[src/rtl/tq_arb_pkg.sv]
package tq_arb_pkg;
  typedef enum logic {
    TRIG_EDGE  = 1'b0,
    TRIG_LEVEL = 1'b1
  } trig_mode_e;

  typedef struct packed {
    logic eoq;
    logic pause;
    logic ext;
    logic bnum;
  } cmd_flags_t;
endpackage

[src/rtl/tq_dest_match.sv]
module tq_dest_match #(
  parameter int NUM_Q = 6,
  parameter bit MY_EB = 1'b0,
  parameter bit MY_BN = 1'b0
) (
  input  tq_arb_pkg::cmd_flags_t [NUM_Q-1:0] flags_i,
  output logic [NUM_Q-1:0]                   hit_o
);
  for (genvar q = 0; q < NUM_Q; q++) begin : g_q
    assign hit_o[q] = (flags_i[q].ext == MY_EB) && (flags_i[q].bnum == MY_BN);
  end
endmodule

[src/rtl/tq_trig_track.sv]
module tq_trig_track (
  input  logic clk_i,
  input  logic rst_ni,
  input  logic mode_i,
  input  logic evt_i,
  input  logic gate_i,
  input  logic pop_i,
  input  logic eoq_i,
  input  logic pause_i,
  output logic trig_o,
  output logic run_ok_o
);
  import tq_arb_pkg::*;

  logic gate_q, trig_q, set, clr, lvl;

  assign lvl = (trig_mode_e'(mode_i) == TRIG_LEVEL);
  assign set = lvl ? (gate_i & ~gate_q) : evt_i;
  // run terminators; pause only counts in edge mode
  assign clr = (pop_i & eoq_i)
             | (~lvl & pop_i & pause_i)
             | (lvl & ~gate_i);

  always_ff @(posedge clk_i or negedge rst_ni) begin
    if (!rst_ni) begin
      gate_q <= 1'b0;
      trig_q <= 1'b0;
    end else begin
      gate_q <= gate_i;
      trig_q <= set | (trig_q & ~clr);
    end
  end

  assign trig_o   = trig_q;
  assign run_ok_o = trig_q & (~lvl | gate_i);

  a_r7_eoq_drops: assert property (@(posedge clk_i) disable iff (!rst_ni)
    (pop_i && eoq_i && !set) |=> !trig_q);
  a_r2_edge_sets: assert property (@(posedge clk_i) disable iff (!rst_ni)
    (!mode_i && evt_i) |=> trig_q);
  a_r8_edge_pause: assert property (@(posedge clk_i) disable iff (!rst_ni)
    (!mode_i && pop_i && pause_i && !evt_i) |=> !trig_q);
  a_r9_gate_low_clears: assert property (@(posedge clk_i) disable iff (!rst_ni)
    (mode_i && !gate_i) |=> !trig_q);
endmodule

[src/rtl/tq_prio_pick.sv]
module tq_prio_pick #(
  parameter int NUM_Q = 6,
  localparam int IDX_W = (NUM_Q > 1) ? $clog2(NUM_Q) : 1
) (
  input  logic [NUM_Q-1:0] req_i,
  output logic [NUM_Q-1:0] gnt_o,
  output logic [IDX_W-1:0] idx_o,
  output logic             any_o
);
  logic [NUM_Q:0] blocked;
  assign blocked[0] = 1'b0;

  for (genvar q = 0; q < NUM_Q; q++) begin : g_chain
    assign gnt_o[q]       = req_i[q] & ~blocked[q];
    assign blocked[q + 1] = blocked[q] | req_i[q];
  end

  assign any_o = blocked[NUM_Q];

  always_comb begin
    idx_o = '0;
    for (int q = NUM_Q - 1; q >= 0; q--) begin
      if (req_i[q]) idx_o = IDX_W'(q);
    end
  end
endmodule

[src/rtl/tq_cmd_arbiter.sv]
module tq_cmd_arbiter #(
  parameter int NUM_Q     = 6,
  parameter int CMD_W     = 32,
  parameter int EOQ_BIT   = 31,
  parameter int PAUSE_BIT = 30,
  parameter int EB_BIT    = 26,
  parameter int BN_BIT    = 25,
  parameter bit MY_EB     = 1'b0,
  parameter bit MY_BN     = 1'b0
) (
  input  logic                        clk_i,
  input  logic                        rst_ni,
  input  logic [NUM_Q-1:0][CMD_W-1:0] head_cmd_i,
  input  logic [NUM_Q-1:0]            empty_i,
  input  logic [NUM_Q-1:0]            trig_evt_i,
  input  logic [NUM_Q-1:0]            level_mode_i,
  input  logic [NUM_Q-1:0]            gate_i,
  input  logic                        cmd_rdy_i,
  output logic                        cmd_vld_o,
  output logic [CMD_W-1:0]            cmd_o,
  output logic [NUM_Q-1:0]            pop_o,
  output logic [NUM_Q-1:0]            trig_o
);
  import tq_arb_pkg::*;

  localparam int IDX_W = (NUM_Q > 1) ? $clog2(NUM_Q) : 1;

  cmd_flags_t [NUM_Q-1:0] flags;
  logic [NUM_Q-1:0] dest_hit, run_ok, elig, gnt;
  logic [IDX_W-1:0] win_idx;
  logic             any_elig;

  for (genvar q = 0; q < NUM_Q; q++) begin : g_flags
    assign flags[q].eoq   = head_cmd_i[q][EOQ_BIT];
    assign flags[q].pause = head_cmd_i[q][PAUSE_BIT];
    assign flags[q].ext   = head_cmd_i[q][EB_BIT];
    assign flags[q].bnum  = head_cmd_i[q][BN_BIT];
  end

  tq_dest_match #(.NUM_Q(NUM_Q), .MY_EB(MY_EB), .MY_BN(MY_BN)) u_dest (
    .flags_i (flags),
    .hit_o   (dest_hit)
  );

  for (genvar q = 0; q < NUM_Q; q++) begin : g_trk
    tq_trig_track u_trk (
      .clk_i    (clk_i),
      .rst_ni   (rst_ni),
      .mode_i   (level_mode_i[q]),
      .evt_i    (trig_evt_i[q]),
      .gate_i   (gate_i[q]),
      .pop_i    (pop_o[q]),
      .eoq_i    (flags[q].eoq),
      .pause_i  (flags[q].pause),
      .trig_o   (trig_o[q]),
      .run_ok_o (run_ok[q])
    );
  end

  // empty or foreign-destination queues drop out and never block
  assign elig = run_ok & ~empty_i & dest_hit;

  tq_prio_pick #(.NUM_Q(NUM_Q)) u_pick (
    .req_i (elig),
    .gnt_o (gnt),
    .idx_o (win_idx),
    .any_o (any_elig)
  );

  assign cmd_vld_o = any_elig;
  assign cmd_o     = head_cmd_i[win_idx];
  assign pop_o     = cmd_rdy_i ? gnt : '0;

  a_r5_pop_onehot: assert property (@(posedge clk_i) disable iff (!rst_ni)
    $onehot0(pop_o));
  a_r11_no_pop_unready: assert property (@(posedge clk_i) disable iff (!rst_ni)
    !cmd_rdy_i |-> (pop_o == '0));
  a_r4_empty_never_pops: assert property (@(posedge clk_i) disable iff (!rst_ni)
    (pop_o & empty_i) == '0);
  a_r6_pop_needs_valid: assert property (@(posedge clk_i) disable iff (!rst_ni)
    (pop_o != '0) |-> cmd_vld_o);
  a_r9_closed_gate_idle: assert property (@(posedge clk_i) disable iff (!rst_ni)
    (pop_o & level_mode_i & ~gate_i) == '0);
  a_r3_pop_only_own_dest: assert property (@(posedge clk_i) disable iff (!rst_ni)
    (pop_o != '0) |-> (cmd_o[EB_BIT] == MY_EB && cmd_o[BN_BIT] == MY_BN));
endmodule

[config.mk]
export PLATFORM = sky130hd
export DESIGN_NAME = tq_cmd_arbiter
export DESIGN_NICKNAME = d
export VERILOG_FILES = /design/src/rtl/tq_arb_pkg.sv /design/src/rtl/tq_dest_match.sv /design/src/rtl/tq_trig_track.sv /design/src/rtl/tq_prio_pick.sv /design/src/rtl/tq_cmd_arbiter.sv
export SDC_FILE = /design/constraint.sdc
export NUM_CORES = 1
export LEC_CHECK = 0
export BUFFER_PORTS_ARGS = -buffer_cell sky130_fd_sc_hd__clkbuf_2
export CELL_PAD_IN_SITES_DETAIL_PLACEMENT = 1
export CELL_PAD_IN_SITES_GLOBAL_PLACEMENT = 2
export CORE_MARGIN = 4
export CORE_UTILIZATION = 19
export CTS_CLUSTER_SIZE = 30
export DETAILED_ROUTE_END_ITERATION = 10
export PLACE_DENSITY_LB_ADDON = 0.3
export RECOVER_POWER = 25
export SYNTH_ARGS = -nofsm -noshare
export SYNTH_HDL_FRONTEND = slang
export SYNTH_HIERARCHICAL = 1
export SYNTH_SLANG_ARGS = --single-unit
[constraint.sdc]
create_clock -name clk_i -period 6.1 [get_ports clk_i]
set_input_delay 0.61 -clock clk_i [delete_from_list [all_inputs] [get_ports clk_i]]
set_output_delay 0.61 -clock clk_i [all_outputs]
set_load 0.005 [all_outputs]
### Yosys cells after proc, flatten, opt, wreduce, memory -nomap -nowiden

Cells that the tools add are included.

| word-level totals | value |
|---|---|
| bits of input ports | 219 |
| output and inout bits | 45 |
| flip-flop bits (word level) | 12 |
| logic and storage cells | 154 |

| cells by class | value |
|---|---|
| muxes and demuxes | 15 |
| reductions and logical operators | 6 |
| bitwise gates (word level) | 120 |
| order comparisons | 1 |

Operators with widths:

| cell | count |
|---|---|
| binary-select mux 32 bit (select 3 bit) | 1 |
| AND 1 bit | 47 |
| NOT 1 bit | 41 |
| two-way mux 32 bit | 1 |
| OR 1 bit | 29 |
| two-way mux 3 bit | 6 |
| AND 6 bit | 2 |
| logical AND 1 bit | 6 |
| two-way mux 1 bit | 6 |
| two-way mux 6 bit | 1 |
| NOT 6 bit | 1 |
| less-than comparator 3 x 4 -> 1 bit, second input constant | 1 |

### Logic depth before layout (Yosys ltp)

Gate-level depths: netlist of run 1.

| depth | value |
|---|---|
| depth after elaboration | 19 |
| mapped depth | 11 |
| mapped depth without buffers | 10 |

### Hierarchy

The synthesis of run 1 kept the hierarchy.

Modules (own cells, without submodules):

| module | area each (um^2) | instances | seq. area each (um^2) | cells an instance |
|---|---|---|---|---|
| tq_cmd_arbiter | 1824.2 | 1 | 0.0 | 201 |
| tq_trig_track | 98.8 | 6 | 50.0 | 10 |
| tq_prio_pick | 107.6 | 1 | 0.0 | 17 |
| tq_dest_match | 22.5 | 1 | 0.0 | 6 |

### Least setup slack after synthesis of run 1

OpenSTA, ideal clock, no wires.

| timing | value |
|---|---|
| path type | in2out |
| start point | in gate_i[0] |
| end point | out cmd_o[14] |
| data arrival time | 2273 ps |
| path buffers | 1 |
| required time | 5490 ps |
| stages on the path | 9 |
| slack | 3217 ps |
| cells stage by stage | inv_1 > a21boi_0 > nand2_1 > nor2_1 > or4_4 > nor2_1 > nand2b_1 > buf_2 > o221ai_1 |

| between the ends | value |
|---|---|
| longest elaborated chain between the ends | 7 |

RTL lines:

| item | line | RTL |
|---|---|---|
| start: declaration | tq_cmd_arbiter.sv:17 | `input logic [NUM_Q-1:0] gate_i,` |
| OR 1 bit | tq_trig_track.sv:35 | `assign run_ok_o = trig_q & (~lvl \| gate_i);` |
| AND 1 bit | tq_trig_track.sv:35 |  |
| via run_ok[0] | tq_cmd_arbiter.sv:29 | `logic [NUM_Q-1:0] dest_hit, run_ok, elig, gnt;` |
| AND 6 bit (2 in series) | tq_cmd_arbiter.sv:61 | `assign elig = run_ok & ~empty_i & dest_hit;` |
| via elig[0] | tq_cmd_arbiter.sv:29 |  |
| two-way mux 3 bit | tq_prio_pick.sv:23 | `if (req_i[q]) idx_o = IDX_W'(q);` |
| via win_idx[2] | tq_cmd_arbiter.sv:30 | `logic [IDX_W-1:0] win_idx;` |
| binary-select mux 32 bit (select 3 bit) | tq_cmd_arbiter.sv:71 | `assign cmd_o = head_cmd_i[win_idx];` |
| two-way mux 32 bit (implied by the code) | tq_cmd_arbiter.sv:71 |  |
| end: declaration | tq_cmd_arbiter.sv:20 | `output logic [CMD_W-1:0] cmd_o,` |

The timed path passes the listed nets, and every way through them passes these cells. The select of a mux whose other input is x is not followed.

### Final worst setup path of run 1

| timing | value |
|---|---|
| start point | in gate_i[1] |
| end point | out cmd_o[31] |

| between the ends | value |
|---|---|
| longest elaborated chain between the ends | 8 |

RTL lines:

| item | line |
|---|---|
| OR 1 bit | tq_trig_track.sv:35 |
| AND 1 bit | tq_trig_track.sv:35 |
| via run_ok[1] | tq_cmd_arbiter.sv:29 |
| AND 6 bit (2 in series) | tq_cmd_arbiter.sv:61 |
| via elig[1] | tq_cmd_arbiter.sv:29 |
| two-way mux 3 bit (2 in series) | tq_prio_pick.sv:23 |
| via win_idx[0] | tq_cmd_arbiter.sv:30 |
| binary-select mux 32 bit (select 3 bit) | tq_cmd_arbiter.sv:71 |
| two-way mux 32 bit (implied by the code) | tq_cmd_arbiter.sv:71 |

The timed path passes the listed nets, and every way through them passes these cells. The select of a mux whose other input is x is not followed.

==> results.tsv, run 1 <==
stage	metric	value	unit
floorplanning	dieWidth	124	microns
floorplanning	dieArea	15300	sq um
clock_tree	clock-sinks	12	
detailed_routing	maxUsedRoutingLayer	met4	
detailed_routing	postRouteAntennaNets	0	
placed_design	dpl.hpwl	10300	microns
grt	grt_pass1_wl	17900	microns
detailed_routing	met2_wirelength	6570	microns
clock_tree	htree_num_levels	1	
logic_synthesis	ys_warn_count	6	
setup_path	crit_top_cell	inv_1	
timing	skew	0.00510	ns
timing	rsz0062_at_grt	false	
logic_synthesis	synth_area	2550	sq um
floorplanning	start_util	19.3	%
final_layout	fillers	1656	
final_layout	multiInputGateArea	2090	sq um
setup_path	critPathKind	in2out	
timing	slew_violations	0	
detailed_routing	wirelength	12400	microns
setup_path	required	5.49	ns
floorplanning	die_y	124	microns
logic_synthesis	synth_cell_types	27	
clock_tree	clockRootBuffer	clkbuf_16	
detailed_routing	drt_iter0_drc	33	
timing	finalSetupTns	0	ns
floorplanning	io_pins	264	
timing	tightest_slew	0.973	ns
logic_synthesis	syn_nets	503	
final_layout	syn2layout_area_growth	60.0	%
clock_tree	cts-resized-gates	0	
final_layout	num-nets-final	753	
clock_tree	clk_pin_slew	0.05	ns
power_and_ir_drop	combPwrFrac	57.9	%
final_layout	utilization	30.9	%
detailed_routing	post-route-drc-count	0	
final_layout	drive_gt1_share	61.4	%
setup_path	worstPathArrival	3.69	ns
clock_tree	cts_made_buffers	3	
power_and_ir_drop	cellLeakagePower	0.00202	uW
clock_tree	clk_path_buf_depth	2	
power_and_ir_drop	p_per_area	133	nW/um^2
grt	grt_usage	15.0	%
status	status	completed	
setup_path	start_kind	primary input	
power_and_ir_drop	power_frac_clock	25.5	%
final_layout	seq_area	300	sq um
placed_design	postPlaceCellArea	4000	sq um
min_path	min_path_type	in2async	
timing	timing.fmax	232	MHz
detailed_routing	vias_per_cell	4.45	
logic_synthesis	netlist_top_cells_count	mux2i_1, nand2_1, mux2_4, nor2_1, o221ai_2	
power_and_ir_drop	p_sw_share	35.8	%
detailed_routing	vias	3157	
logic_synthesis	yosys-top-cells-area	mux2i_1, dfrtp_1, mux2_4, o221ai_2, mux2_2	
placed_design	port_buffers	263	
final_layout	fin_cells	709	
logic_synthesis	yosysSeqAreaShare	11.8	%
logic_synthesis	synth_cells	284	
logic_synthesis	syn-mean-instance-area	8.97	sq um
timing	whs	0.400	ns
power_and_ir_drop	internal-power	349	uW
detailed_routing	wl_per_cell	17.5	microns
timing	setup-violations-final	0	
final_layout	post-route-cell-area	4080	sq um
grt	first_global_vias	3392	
power_and_ir_drop	power_frac_seq	16.6	%
clock_tree	cts.hold.buffers_added	0	
logic_synthesis	ys_ff_latch	12	
logic_synthesis	netlist.area_leader.share	25.1	%
power_and_ir_drop	switchingPower	194	uW
setup_path	critPathMaxStageDelay	0.69	ns
setup_path	cpLargestDelayFamily	simple AND/OR/NAND/NOR gates	
setup_path	path_cells	clkbuf_1 > inv_1 > a21boi_0 > nand2_1 > nor2_1 > inv_1 > a221oi_4 > buf_4 > nand2b_2 > o221ai_1 > clkbuf_2	
setup_path	rrSetupSlack	3.89	ns
clock_tree	cts_setup_buffers	0	
setup_path	end_kind	primary output	
logic_synthesis	ys.flop_type	dfrtp_1	
detailed_routing	first_pass_iters	4	
flow_run	max_cap_viol_count	0	
grt	grt_overflow_total	0	
timing	period_needed	4.30	ns
placed_design	globalplace.congestion	0.752	
power_and_ir_drop	peakVddDrop	0.0807	mV
logic_synthesis	yosysMostFrequentCell	mux2i_1	
detailed_routing	met3_length	1050	microns
timing	fin_crit_sh	70.5	%
setup_path	cp_num_buf_inv	5	
logic_synthesis	synth_edf_count	0	
detailed_routing	wl_met1	4710	microns
timing	slew_headroom	35.2	%
grt	grt_max_degree	48	
grt	antenna_found_initial	0	
logic_synthesis	synth_top_area_cell	mux2i_1	
final_layout	insertedDiodeCount	0	
logic_synthesis	async_flop_share	100	%
clock_tree	cts_tree	built	
setup_path	crit_path_top_delay_cell	nand2b_2	
placed_design	post-place-cells	705	
clock_tree	clkLatencyLatePin	0.25	ns
floorplanning	core_area	13200	sq um
setup_path	crit_fanout	34	
timing	final_hold_viol_count	0	
floorplanning	placementRows	42	
## worst reg2reg max path, cell delays in order, from the launching register on
cell and delay, ns:
dfrtp_1 0.40, a21boi_0 0.15, nand2_1 0.07, nor2_1 0.14
or4_4 0.59, nor2_1 0.09, and2_1 0.23, o21ai_1 0.10
a211oi_1 0.24, a21oi_1 0.07
## layout by cell type, fill, tap and decap left out, types with 2 or more instances in the layout
| cell type | instances |
|---|---|
| a21oi_1 | 6 |
| o221ai_2 | 18 |
| a211oi_1 | 6 |
| and2_1 | 6 |
| nand2_1 | 38 |
| a21boi_0 | 6 |
| o221ai_1 | 14 |
| mux2i_1 | 64 |
| o21ai_1 | 12 |
| clkbuf_1 | 6 |
| clkbuf_2 | 257 |
| nand2b_1 | 2 |
| nand2b_4 | 2 |
| a21boi_2 | 6 |
| inv_1 | 13 |
| mux2_4 | 18 |
| dfrtp_1 | 12 |
| nor2_1 | 18 |
| mux2_2 | 14 |
| buf_4 | 3 |
| clkbuf_16 | 3 |
## cell families after synthesis
logic type | after synthesis | synth area share [%]
muxes | 96 | 41.9
and+or+nand+nor | 73 | 13.3
AOI/OAI and AO/OA | 69 | 25.5
buffers and inverters | 34 | 7.47
DFF | 12 | 11.8
## final cells by class
type,instances,share of cell area (%)
clock buffers,4,2.18
inverters,13,1.20
multi-input cells,238,51.2
flip-flops and latches,12,7.37
well taps,176,5.40
repair buffers,266,32.7
## worst paths after layout
kind                                                       from                              end  depth (start not counted)
worst max-delay path                                  gate_i[1]                        cmd_o[31]                         11
worst min-delay path                                     rst_ni  g_trk[1].u_trk/gate_q$_DFF_PN0_                          1
worst max register to register  g_trk[0].u_trk/trig_o$_DFF_PN0_  g_trk[5].u_trk/trig_o$_DFF_PN0_                          9
worst min register to register  g_trk[4].u_trk/gate_q$_DFF_PN0_  g_trk[4].u_trk/trig_o$_DFF_PN0_                          3
max in group asynchronous                                rst_ni  g_trk[4].u_trk/gate_q$_DFF_PN0_                          1
min in group clk_i                                    gate_i[4]  g_trk[4].u_trk/gate_q$_DFF_PN0_                          1
## power groups by stage
| stage | Clock, uW | Sequential, uW | Combinational [uW] |
|---|---|---|---|
| global placement | 0 | 90.8 | 316 |
| detailed placement | 0 | 91.0 | 321 |
| finish | 139 | 89.8 | 314 |
| floorplan | 0 | 90.4 | 172 |
| global route | 148 | 90.5 | 349 |
| CTS | 143 | 89.6 | 322 |
## state kept, by name, summed over array words and instances (netlist names)
register and flops:
g_trk.u_trk/gate_q 6, g_trk.u_trk/trig_o 6
## per-layer routing
metal / global-route usage [%] / up-vias
met2: 29.0 / 140
li1: - / 1575
met1: 16.8 / 1438
met3: 3.63 / 4
met4: 2.28 / 0
met5: 0 / -
## stage by stage
stage | worst slack [ns] | total power [uW]
finish | 1.80 | 542
global placement | 1.84 | 407
CTS | 1.75 | 555
detailed placement | 1.76 | 412
global route | 1.52 | 587
floorplan | 3.22 | 263
Power figures use the tool's default switching activity.
==> inputs of run 2 (changes only) <==
--- a/config.mk
+++ b/config.mk
@@ -5,11 +5,12 @@
 export SDC_FILE = /design/constraint.sdc
 export NUM_CORES = 1
 export LEC_CHECK = 0
+export ABC_AREA = 1
 export BUFFER_PORTS_ARGS = -buffer_cell sky130_fd_sc_hd__clkbuf_2
 export CELL_PAD_IN_SITES_DETAIL_PLACEMENT = 1
 export CELL_PAD_IN_SITES_GLOBAL_PLACEMENT = 2
 export CORE_MARGIN = 4
-export CORE_UTILIZATION = 19
+export CORE_UTILIZATION = 16
 export CTS_CLUSTER_SIZE = 30
 export DETAILED_ROUTE_END_ITERATION = 10
 export PLACE_DENSITY_LB_ADDON = 0.3
==> constraint.sdc (replaced) <==
create_clock -name clk_i -period 4.4 [get_ports clk_i]
set_input_delay 0.44 -clock clk_i [delete_from_list [all_inputs] [get_ports clk_i]]
set_output_delay 0.44 -clock clk_i [all_outputs]
set_load 0.005 [all_outputs]
==> run 2 against run 1 <==
Sequential power rose by 38%. Clock-buffer cell count did not move. Area after synthesis rose by 24%. Highest routed layer unchanged. Worst hold slack got worse by 0.18 ns. First-iteration DRC count rose to 3.6 times the previous value. Critical endpoint is now cmd_o[4]. Non-clock buffer count rose by 3. Utilization fell by 6.4 points.
==> results.tsv, run 2 <==
stage	metric	value	unit
final_layout	utilization	24.5	%
logic_synthesis	synth_cells	662	
setup_path	critPathLaunch	g_trk[0].u_trk/trig_o$_DFF_PN0_	
detailed_routing	vias_per_cell	3.90	
final_layout	insertedDiodeCount	0	
setup_path	required	3.96	ns
grt	grt_usage	13.5	%
placed_design	dpl.hpwl	12900	microns
logic_synthesis	async_flop_share	100	%
logic_synthesis	synth_top_area_cell	nand2_1	
timing	setup-violations-final	0	
logic_synthesis	synth_edf_count	0	
final_layout	layout_commonest_cell	nand2_1	
timing	slew_headroom	34.3	%
grt	grt_pass1_wl	24400	microns
clock_tree	clock-sinks	12	
flow_run	max_cap_viol_count	0	
setup_path	start_kind	register	
power_and_ir_drop	p_total	821	uW
logic_synthesis	syn-mean-instance-area	4.76	sq um
power_and_ir_drop	cellLeakagePower	0.00328	uW
timing	tightest_slew	0.985	ns
detailed_routing	postRouteAntennaNets	0	
final_layout	syn2layout_area_growth	50.9	%
placed_design	post-place-cells	1161	
grt	grt_overflow_total	0	
final_layout	drive_gt1_share	35.9	%
timing	timing.fmax	310	MHz
detailed_routing	vias	4544	
setup_path	path_cells	inv_1 > nor2_2 > nand2_1 > nor2_1 > inv_1 > nand2_1 > nor2_4 > buf_4 > nor2_4 > o211ai_1 > nand2_1 > clkbuf_2	
placed_design	port_buffers	263	
final_layout	fillers	2719	
final_layout	most-common-layout-cells	nand2_1, clkbuf_2, inv_1	
setup_path	worstPathArrival	2.79	ns
min_path	min_path_type	in2async	
clock_tree	clk_pin_slew	0.05	ns
power_and_ir_drop	p_per_area	173	nW/um^2
clock_tree	cts_made_buffers	3	
clock_tree	clkLatencyLatePin	0.24	ns
floorplanning	placementRows	51	
setup_path	crit_top_cell	nand2_1	
timing	finalSetupTns	0	ns
floorplanning	die_y	148	microns
detailed_routing	first_pass_iters	4	
clock_tree	clk_path_buf_depth	2	
logic_synthesis	yosys-top-cells-area	nand2_1, inv_1, nand3_1, dfrtp_1, o211ai_1	
final_layout	fin_cells	1165	
final_layout	num-nets-final	1120	
logic_synthesis	ys.flop_type	dfrtp_1	
clock_tree	cts_tree	built	
logic_synthesis	netlist.area_leader.share	33.1	%
setup_path	crit_fanout	32	
setup_path	end_kind	primary output	
logic_synthesis	ys_ff_latch	12	
setup_path	critPathKind	reg2out	
grt	first_global_vias	4735	
clock_tree	htree_num_levels	1	
floorplanning	core_area	19400	sq um
timing	whs	0.215	ns
timing	final_hold_viol_count	0	
logic_synthesis	syn_nets	881	
floorplanning	dieWidth	148	microns
grt	grt_max_degree	97	
final_layout	multiInputGateArea	2060	sq um
setup_path	reg2reg_from	g_trk[3].u_trk/trig_o$_DFF_PN0_	
grt	antenna_found_initial	0	
detailed_routing	wl_per_cell	13.5	microns
floorplanning	io_pins	264	
logic_synthesis	synth_cell_types	18	
detailed_routing	post-route-drc-count	0	
logic_synthesis	yosysMostFrequentCell	nand2_1	
clock_tree	cts_setup_buffers	0	
status	status	completed	
clock_tree	cts-resized-gates	0	
setup_path	critPathMaxStageDelay	0.67	ns
timing	skew	0.00243	ns
placed_design	globalplace.congestion	0.804	
final_layout	seq_area	300	sq um
clock_tree	cts.hold.buffers_added	0	
timing	fin_crit_sh	73.3	%
timing	period_needed	3.23	ns
logic_synthesis	netlist_top_cells_count	nand2_1, inv_1, nand3_1	
power_and_ir_drop	peakVddDrop	0.299	mV
floorplanning	start_util	16.2	%
logic_synthesis	ys_warn_count	6	
timing	slew_violations	0	
clock_tree	clockRootBuffer	clkbuf_16	
detailed_routing	wirelength	15700	microns
setup_path	crit_path_top_delay_cell	nor2_4	
logic_synthesis	yosysSeqAreaShare	9.54	%
floorplanning	dieArea	22000	sq um
timing	rsz0062_at_grt	false	
detailed_routing	drt_iter0_drc	119	
logic_synthesis	synth_area	3150	sq um
run 2: changes by cell type after synthesis, sizes merged, moves of 7 or more:
cell | previous run | this run
a21boi | 12 | 0
clkbuf | 0 | 7
nor2 | 19 | 39
inv | 13 | 161
mux2 | 32 | 0
buf | 21 | 28
o221ai | 32 | 0
nand2 | 38 | 278
nand3 | 0 | 65
o211ai | 0 | 32
mux2i | 64 | 0
or2 | 0 | 32
o21ai | 12 | 0
run 2: layout make-up:
type	instances	share of cell area (%)
Tap cell	265	6.98
Clock buffer	4	1.87
Multi-Input combinational cell	454	43.3
Inverter	161	12.8
Sequential cell	12	6.32
Timing Repair Buffer	269	28.8
run 2: worst max-delay path: cells and delay by family, from the launching register on:
kind / cells / cell delay (ns)
flops: 1 / 0.34
simple gates: 7 / 1.42
compound gates: 1 / 0.24
buf+inv: 4 / 0.55
run 2: routing by layer:
layer | vias to the layer above | wire length, microns | GRT usage, %
met3 | 4 | 1380 | 3.96
li1 | 2408 | - | -
met1 | 1977 | 6800 | 17.1
met4 | 0 | 76 | 1.20
met2 | 155 | 7460 | 23.7
met5 | - | 0 | 0
run 2: cells by family (layout without fill, tap and decap cells):
logic type	count (synthesis)	after routing	share of synthesized area, %
and+or+nand+nor	416	416	56.1
AOI/OAI and AO/OA	38	38	8.59
DFF	12	12	9.54
buffers and inverters	196	434	25.8
run 2: final timing paths:
check | end | slack (ns) | cells after the start
setup / recovery | cmd_o[4] | 1.17 | 12
hold / removal | g_trk[2].u_trk/gate_q$_DFF_PN0_ | 0.22 | 1
setup reg to reg | g_trk[3].u_trk/trig_o$_DFF_PN0_ | 2.92 | 11
hold reg to reg | g_trk[3].u_trk/trig_o$_DFF_PN0_ | 0.56 | 3
max in group asynchronous | g_trk[3].u_trk/trig_o$_DFF_PN0_ | 3.75 | 1
min in group clk_i | g_trk[0].u_trk/gate_q$_DFF_PN0_ | 0.35 | 1
run 2: through the flow:
step	worst slack (ns)	cell area, sq um
after floorplan	2.21	3150
after global placement	1.12	4670
after detailed placement	0.986	4670
after CTS	0.966	4760
after global routing	0.790	4750
final	1.17	4750
run 2: power by group:
group	internal [uW]	switching (uW)	total, uW
sequential	120	4.19	124
combinational	222	283	505
clock	138	54.0	192
total	480	341	821
